$ cat src/rtl/hsbus_pkg.sv
package hsbus_pkg;

    typedef enum logic [3:0] {
        PH_IDLE,
        PH_S0, PH_S1, PH_S2, PH_S3, PH_S4, PH_S5, PH_S6, PH_S7,
        PH_HOLD,
        PH_REJ
    } phase_t;

    typedef struct packed {
        logic       word;
        logic       write;
        logic       a0;
        logic [2:0] fc;
    } xfer_t;

    localparam logic [2:0] FC_NONE  = 3'b000;
    localparam logic [2:0] FC_UDATA = 3'b001;
    localparam logic [2:0] FC_UPROG = 3'b010;
    localparam logic [2:0] FC_SDATA = 3'b101;
    localparam logic [2:0] FC_SPROG = 3'b110;
    localparam logic [2:0] FC_IACK  = 3'b111;

    function automatic logic space_legal(input logic [2:0] sp);
        return sp <= 3'd4;
    endfunction

    function automatic logic [2:0] space_to_fc(input logic [2:0] sp);
        case (sp)
            3'd0:    return FC_UDATA;
            3'd1:    return FC_UPROG;
            3'd2:    return FC_SDATA;
            3'd3:    return FC_SPROG;
            3'd4:    return FC_IACK;
            default: return FC_NONE;
        endcase
    endfunction

    function automatic logic fc_legal(input logic [2:0] fc);
        return (fc == FC_UDATA) || (fc == FC_UPROG) || (fc == FC_SDATA) ||
               (fc == FC_SPROG) || (fc == FC_IACK);
    endfunction

endpackage

$ cat src/rtl/hsbus_sync.sv
module hsbus_sync #(
    parameter int STAGES = 2
) (
    input  logic clk,
    input  logic rst,
    input  logic d_n,
    output logic q_n
);
    logic [STAGES-1:0] chain;

    generate
        if (STAGES == 1) begin : g_one
            always_ff @(posedge clk) begin
                if (rst) chain <= '1;
                else     chain <= d_n;
            end
        end else begin : g_many
            always_ff @(posedge clk) begin
                if (rst) chain <= '1;
                else     chain <= {chain[STAGES-2:0], d_n};
            end
        end
    endgenerate

    assign q_n = chain[STAGES-1];
endmodule

$ cat src/rtl/hsbus_seq.sv
module hsbus_seq
    import hsbus_pkg::*;
(
    input  logic   clk,
    input  logic   rst,
    input  logic   req_valid,
    input  logic   req_legal,
    input  logic   ack_low,
    output phase_t phase,
    output logic   req_ready
);
    phase_t nxt;

    assign req_ready = (phase == PH_IDLE);

    always_comb begin
        nxt = phase;
        case (phase)
            PH_IDLE: if (req_valid) nxt = req_legal ? PH_S0 : PH_REJ;
            PH_S0:   nxt = PH_S1;
            PH_S1:   nxt = PH_S2;
            PH_S2:   nxt = PH_S3;
            PH_S3:   nxt = PH_S4;
            PH_S4:   if (ack_low) nxt = PH_S5;
            PH_S5:   nxt = PH_S6;
            PH_S6:   nxt = PH_S7;
            PH_S7:   nxt = ack_low ? PH_HOLD : PH_IDLE;
            PH_HOLD: if (!ack_low) nxt = PH_IDLE;
            PH_REJ:  nxt = PH_IDLE;
            default: nxt = PH_IDLE;
        endcase
    end

    always_ff @(posedge clk) begin
        if (rst) phase <= PH_IDLE;
        else     phase <= nxt;
    end
endmodule

$ cat src/rtl/hsbus_lanes.sv
module hsbus_lanes
    import hsbus_pkg::*;
#(
    parameter int DATA_W = 16
) (
    input  phase_t            phase,
    input  xfer_t             cur,
    input  logic [DATA_W-1:0] wdata,
    input  logic [DATA_W-1:0] din,
    output logic              as_n,
    output logic              uds_n,
    output logic              lds_n,
    output logic              rw_n,
    output logic              oe,
    output logic [2:0]        fc,
    output logic [DATA_W-1:0] dout,
    output logic [DATA_W-1:0] rd_lane
);
    localparam int LANE_W = DATA_W / 2;

    logic in_cycle, as_on, strobe_on;

    always_comb begin
        in_cycle  = (phase >= PH_S0) && (phase <= PH_S7);
        as_on     = (phase >= PH_S2) && (phase <= PH_S6);
        strobe_on = cur.write ? ((phase >= PH_S4) && (phase <= PH_S6)) : as_on;

        as_n  = !as_on;
        uds_n = !(strobe_on && (cur.word || !cur.a0));
        lds_n = !(strobe_on && (cur.word ||  cur.a0));
        rw_n  = !(cur.write && in_cycle);
        oe    = cur.write && (phase >= PH_S3) && (phase <= PH_S7);
        fc    = in_cycle ? cur.fc : FC_NONE;

        dout = cur.word ? wdata : {2{wdata[LANE_W-1:0]}};

        if (cur.word)
            rd_lane = din;
        else if (cur.a0)
            rd_lane = {{LANE_W{1'b0}}, din[LANE_W-1:0]};
        else
            rd_lane = {{LANE_W{1'b0}}, din[DATA_W-1:LANE_W]};
    end
endmodule

$ cat src/rtl/hs_bus_master.sv
module hs_bus_master
    import hsbus_pkg::*;
#(
    parameter int ADDR_W      = 24,
    parameter int DATA_W      = 16,
    parameter int SYNC_STAGES = 2
) (
    input  logic              clk,
    input  logic              rst,
    input  logic              req_valid,
    output logic              req_ready,
    input  logic [ADDR_W-1:0] req_addr,
    input  logic              req_word,
    input  logic              req_write,
    input  logic [2:0]        req_space,
    input  logic [DATA_W-1:0] req_wdata,
    output logic              resp_valid,
    output logic              resp_err,
    output logic [DATA_W-1:0] resp_rdata,
    output logic [2:0]        bus_fc,
    output logic [ADDR_W-2:0] bus_addr,
    output logic              bus_as_n,
    output logic              bus_uds_n,
    output logic              bus_lds_n,
    output logic              bus_rw_n,
    input  logic              bus_dtack_n,
    input  logic [DATA_W-1:0] bus_din,
    output logic [DATA_W-1:0] bus_dout,
    output logic              bus_dout_oe
);
    localparam int WADDR_W = ADDR_W - 1;

    phase_t              phase;
    xfer_t               cur;
    logic [WADDR_W-1:0]  addr_q;
    logic [DATA_W-1:0]   wdata_q, rdata_q, lane_rd;
    logic                dtack_q_n, ack_low, req_legal, take;

    assign req_legal = space_legal(req_space) && !(req_word && req_addr[0]);
    assign take      = req_valid && req_ready;
    assign ack_low   = !dtack_q_n;

    hsbus_sync #(.STAGES(SYNC_STAGES)) u_sync (
        .clk (clk),
        .rst (rst),
        .d_n (bus_dtack_n),
        .q_n (dtack_q_n)
    );

    hsbus_seq u_seq (
        .clk       (clk),
        .rst       (rst),
        .req_valid (req_valid),
        .req_legal (req_legal),
        .ack_low   (ack_low),
        .phase     (phase),
        .req_ready (req_ready)
    );

    always_ff @(posedge clk) begin
        if (rst) begin
            cur     <= '0;
            addr_q  <= '0;
            wdata_q <= '0;
            rdata_q <= '0;
        end else begin
            if (take) begin
                cur     <= '{word: req_word, write: req_write,
                             a0: req_addr[0], fc: space_to_fc(req_space)};
                addr_q  <= req_addr[ADDR_W-1:1];
                wdata_q <= req_wdata;
                rdata_q <= '0;
            end else if (phase == PH_S6 && !cur.write) begin
                rdata_q <= lane_rd;
            end
        end
    end

    hsbus_lanes #(.DATA_W(DATA_W)) u_lanes (
        .phase   (phase),
        .cur     (cur),
        .wdata   (wdata_q),
        .din     (bus_din),
        .as_n    (bus_as_n),
        .uds_n   (bus_uds_n),
        .lds_n   (bus_lds_n),
        .rw_n    (bus_rw_n),
        .oe      (bus_dout_oe),
        .fc      (bus_fc),
        .dout    (bus_dout),
        .rd_lane (lane_rd)
    );

    assign bus_addr   = addr_q;
    assign resp_valid = (phase == PH_S7) || (phase == PH_REJ);
    assign resp_err   = (phase == PH_REJ);
    assign resp_rdata = rdata_q;
endmodule

$ cat config.mk
export PLATFORM = sky130hd
export DESIGN_NAME = hs_bus_master
export DESIGN_NICKNAME = d
export VERILOG_FILES = /design/src/rtl/hsbus_pkg.sv /design/src/rtl/hsbus_sync.sv /design/src/rtl/hsbus_seq.sv /design/src/rtl/hsbus_lanes.sv /design/src/rtl/hs_bus_master.sv
export SDC_FILE = /design/constraint.sdc
export NUM_CORES = 1
export LEC_CHECK = 0
export BUFFER_PORTS_ARGS = -buffer_cell sky130_fd_sc_hd__buf_2
export CAP_MARGIN = 15
export CORE_ASPECT_RATIO = 1.1
export CORE_MARGIN = 2
export CORE_UTILIZATION = 35
export DETAILED_ROUTE_END_ITERATION = 10
export GPL_TIMING_DRIVEN = 0
export HOLD_SLACK_MARGIN = 0.1
export PLACE_DENSITY_LB_ADDON = 0.15
export SYNTH_ARGS = -nofsm -noshare
export SYNTH_HDL_FRONTEND = slang
export SYNTH_SLANG_ARGS = --single-unit
$ cat constraint.sdc
create_clock -name clk -period 2.6 [get_ports clk]
set_clock_uncertainty 0.2 [all_clocks]
set_input_delay 0.39 -clock clk [delete_from_list [all_inputs] [get_ports clk]]
set_output_delay 0.39 -clock clk [all_outputs]
set_load 0.03 [all_outputs]
==> flow_summary.ini <==
[min_path]
holdPathStages = 3
worst_hold_path_type = input pin to flop
min_from = req_addr[0]

[worst_setup_path]
required_ns = 2.01
rr_worst_depth = 8
cp-end-kind = primary output
crit_type = flop to primary output
reg2reg_from = u_seq.phase[2]
critPathSlowestCell = nor3_1
max_stage_delay_ns = 0.40
cp-start-kind = flop
cp_max_fo = 10
arrival_ns = 1.87
path_cells = clkbuf_1 > nor3_1 > xnor2_2 > and2_1 > buf_2
crit_start = u_seq.phase[1]

[die]
core_area_um2 = 7998
io_pins = 131
num_rows = 34
die_x_um = 90.91
die-area_um2 = 9054
start_util = 0.3636
fp.dieH_um = 99.60

[synth]
yosys-top-cells-area = dfxtp_1 (46%), nand2_1 (13%), a21oi_1 (9.0%)
ys_ff_latch = 67
synth_edf_count = 0
async_reset_ff_frac = 0
synthFlopType = dfxtp_1
yosys.area.top_type = dfxtp_1
synth_cell_types = 41
ys_seq_area_frac = 0.4613
synth_area_um2 = 2908
synthCells = 352
avgSynthCellArea_um2 = 8.261
synth_top_area_frac = 0.4613
synth.yosys.warnings = 0
synth_fp_nets = 417

[drt]
drtIter0Drc = 81
first_pass_iters = 4
routed_wl_um = 8134
ant_nets = 0
vias = 2963
post_drt_wl_per_cell_um = 12.61
via_per_inst = 4.594
route.detailed.drc = 0

[job]
maxCapViolations = 0

[final_layout]
nFillCells = 808
antenna_cells = 0
nets = 598
seqCellArea_um2 = 1341
area_growth_pct = 46.73
multi_input_area_um2 = 1336
drive_above_1_share = 0.3445

[sta]
period_minus_slack_ns = 2.459
setup_ws_ns = 0.1414
period_share = 0.9456
finalSetupTns_ns = 0
maxSlewViolCount = 0
hold_viol = 0
worst_hold_slack_ns = 0.1183
slew_headroom = 0.3943
finalSetupViolations = 0
worst_pin_slew_ns = 0.9052
max_freq_mhz = 406.7

[power]
pwr-share-comb = 0.464
power_mw = 3.832
p_sw_frac = 0.4225
power.switching_mw = 1.619
p_clk_frac = 0.193
p_int_mw = 2.213
ir_drop_mv = 0.4475
power.density_nw_per_um2 = 898.2
p_seq_frac = 0.343
p_leak_nw = 1.932

[clock_network]
cts.sinks = 67
clock_latency_ns = 0.34
cts-buffers-inserted = 9
cts_max_level = 3
cts.path.max_buffers = 2
clk_pin_slew_worst_paths_ns = 0.08
cts-root-buf = clkbuf_8
cts_tree = yes

[place]
dp_hpwl_um = 5725
gp_congestion = 0.8025
pre_cts_slack_ns = 0.4037
portBuffers = 129

[global_routing]
grt_max_degree = 12
first_global_vias = 2851
grt_antenna_before_repair = 0
grt_overflow = 0
grt-busiest-layer = met2
met2_usage = 0.2979
grt_pass1_wl_um = 13030
use_met1 = 0.2168
grt.met3_usage = 0.04470
grt_use_total = 0.1777

[outcome]
status = complete, no violations
==> registers in the layout (all words and copies together), names as in the netlist <==
signal,flops
bus_addr,23
resp_rdata,16
wdata_q,16
cur,6
u_seq.phase,4
u_sync.chain,2
==> worst max-delay path, delay by kind of cell (launching register included) <==
family                 cells  cell delay, ns
XOR/XNOR                   1            0.20
flip-flops                 1            0.35
AND/OR/NAND/NOR            2            0.57
buffers and inverters      2            0.42
==> synth_stat cells (4+ instances only) <==
master and instances:
nor2_1 19, buf_8 4, nand2_1 99, a21oi_1 52, a211oi_1 9, and2_1 4, nand3_1 8, mux2_2 8
o21ai_0 5, clkbuf_1 15, dfxtp_1 67, buf_4 10, mux2i_1 11
==> cells by family after synthesis <==
family	count (synthesis)	synth area share
xor+xnor	3	0.009038
simple gates	147	0.2207
buf+inv	38	0.08175
flops	67	0.4613
compound gates	78	0.1584
mux	19	0.06885
==> cells in the final DEF, fill, tap and decap left out, types with 2 or more instances in the layout <==
master	n
buf_2	132
nand2_1	99
dfxtp_1	67
a21oi_1	52
dlygate4sd3_1	41
nor2_1	19
clkbuf_1	15
mux2i_1	11
buf_4	10
a211oi_1	9
clkbuf_8	9
mux2_2	8
nand3_1	8
o21ai_0	5
and2_1	4
buf_8	4
nor3_1	3
or2_2	3
a21oi_2	3
clkinv_2	3
clkbuf_2	2
nor3b_1	2
inv_1	2
nand2b_1	2
a211oi_2	2
==> repair_timing <==
item | 4_1_cts | 5_1_grt
hold endpoints to repair | 41 | 0
setup buffers | 0 | 0
gates resized for setup | 0 | 3
endpoints found under the setup margin | 0 | 6
hold buffers | 41 | 0
==> final timing paths <==
| path | to | slack [ns] |
|---|---|---|
| hold reg to reg | u_sync.chain[1] | 0.22 |
| setup reg to reg | resp_rdata[6] | 0.58 |
| setup / recovery | bus_fc[2] | 0.14 |
| hold / removal | cur[3] | 0.12 |
==> final cells by class <==
| class | count | share of cell area |
|---|---|---|
| Timing Repair Buffer | 170 | 0.2475 |
| Sequential cell | 67 | 0.3144 |
| Multi-Input combinational cell | 247 | 0.3132 |
| Buffer | 35 | 0.05337 |
| Tap cell | 108 | 0.03167 |
| Clock buffer | 10 | 0.02991 |
| Inverter | 3 | 0.002639 |
| Clock inverter | 5 | 0.007331 |
==> power by group through the flow <==
stage          Clock [mW]  Sequential, mW  Combinational [mW]
3_5_place_dp            0            1.34                1.72
5_1_grt             0.792            1.34                1.94
6_report            0.738            1.32                1.78
2_1_floorplan           0            1.48                1.13
3_3_place_gp            0            1.33                1.72
4_1_cts             0.762            1.32                1.78
==> per-layer routing <==
metal / part of all wire / vias to the layer above / wire, um
li1: - / 1528 / -
met3: 0.061 / 16 / 497
met2: 0.46 / 90 / 3755
met1: 0.46 / 1329 / 3708
met5: 0 / - / 0
met4: 0.021 / 0 / 173
==> stage by stage <==
step | cell area, um2 | std cells | utilization
floorplan | 2908 | 352 | -
global placement | 3689 | 589 | 0.4612
detailed placement | 3689 | 589 | 0.4612
CTS | 4258 | 645 | 0.5324
global route | 4267 | 645 | 0.5335
finish | 4267 | 645 | 0.5335
Note: power is estimated with default switching activity, not from simulation.
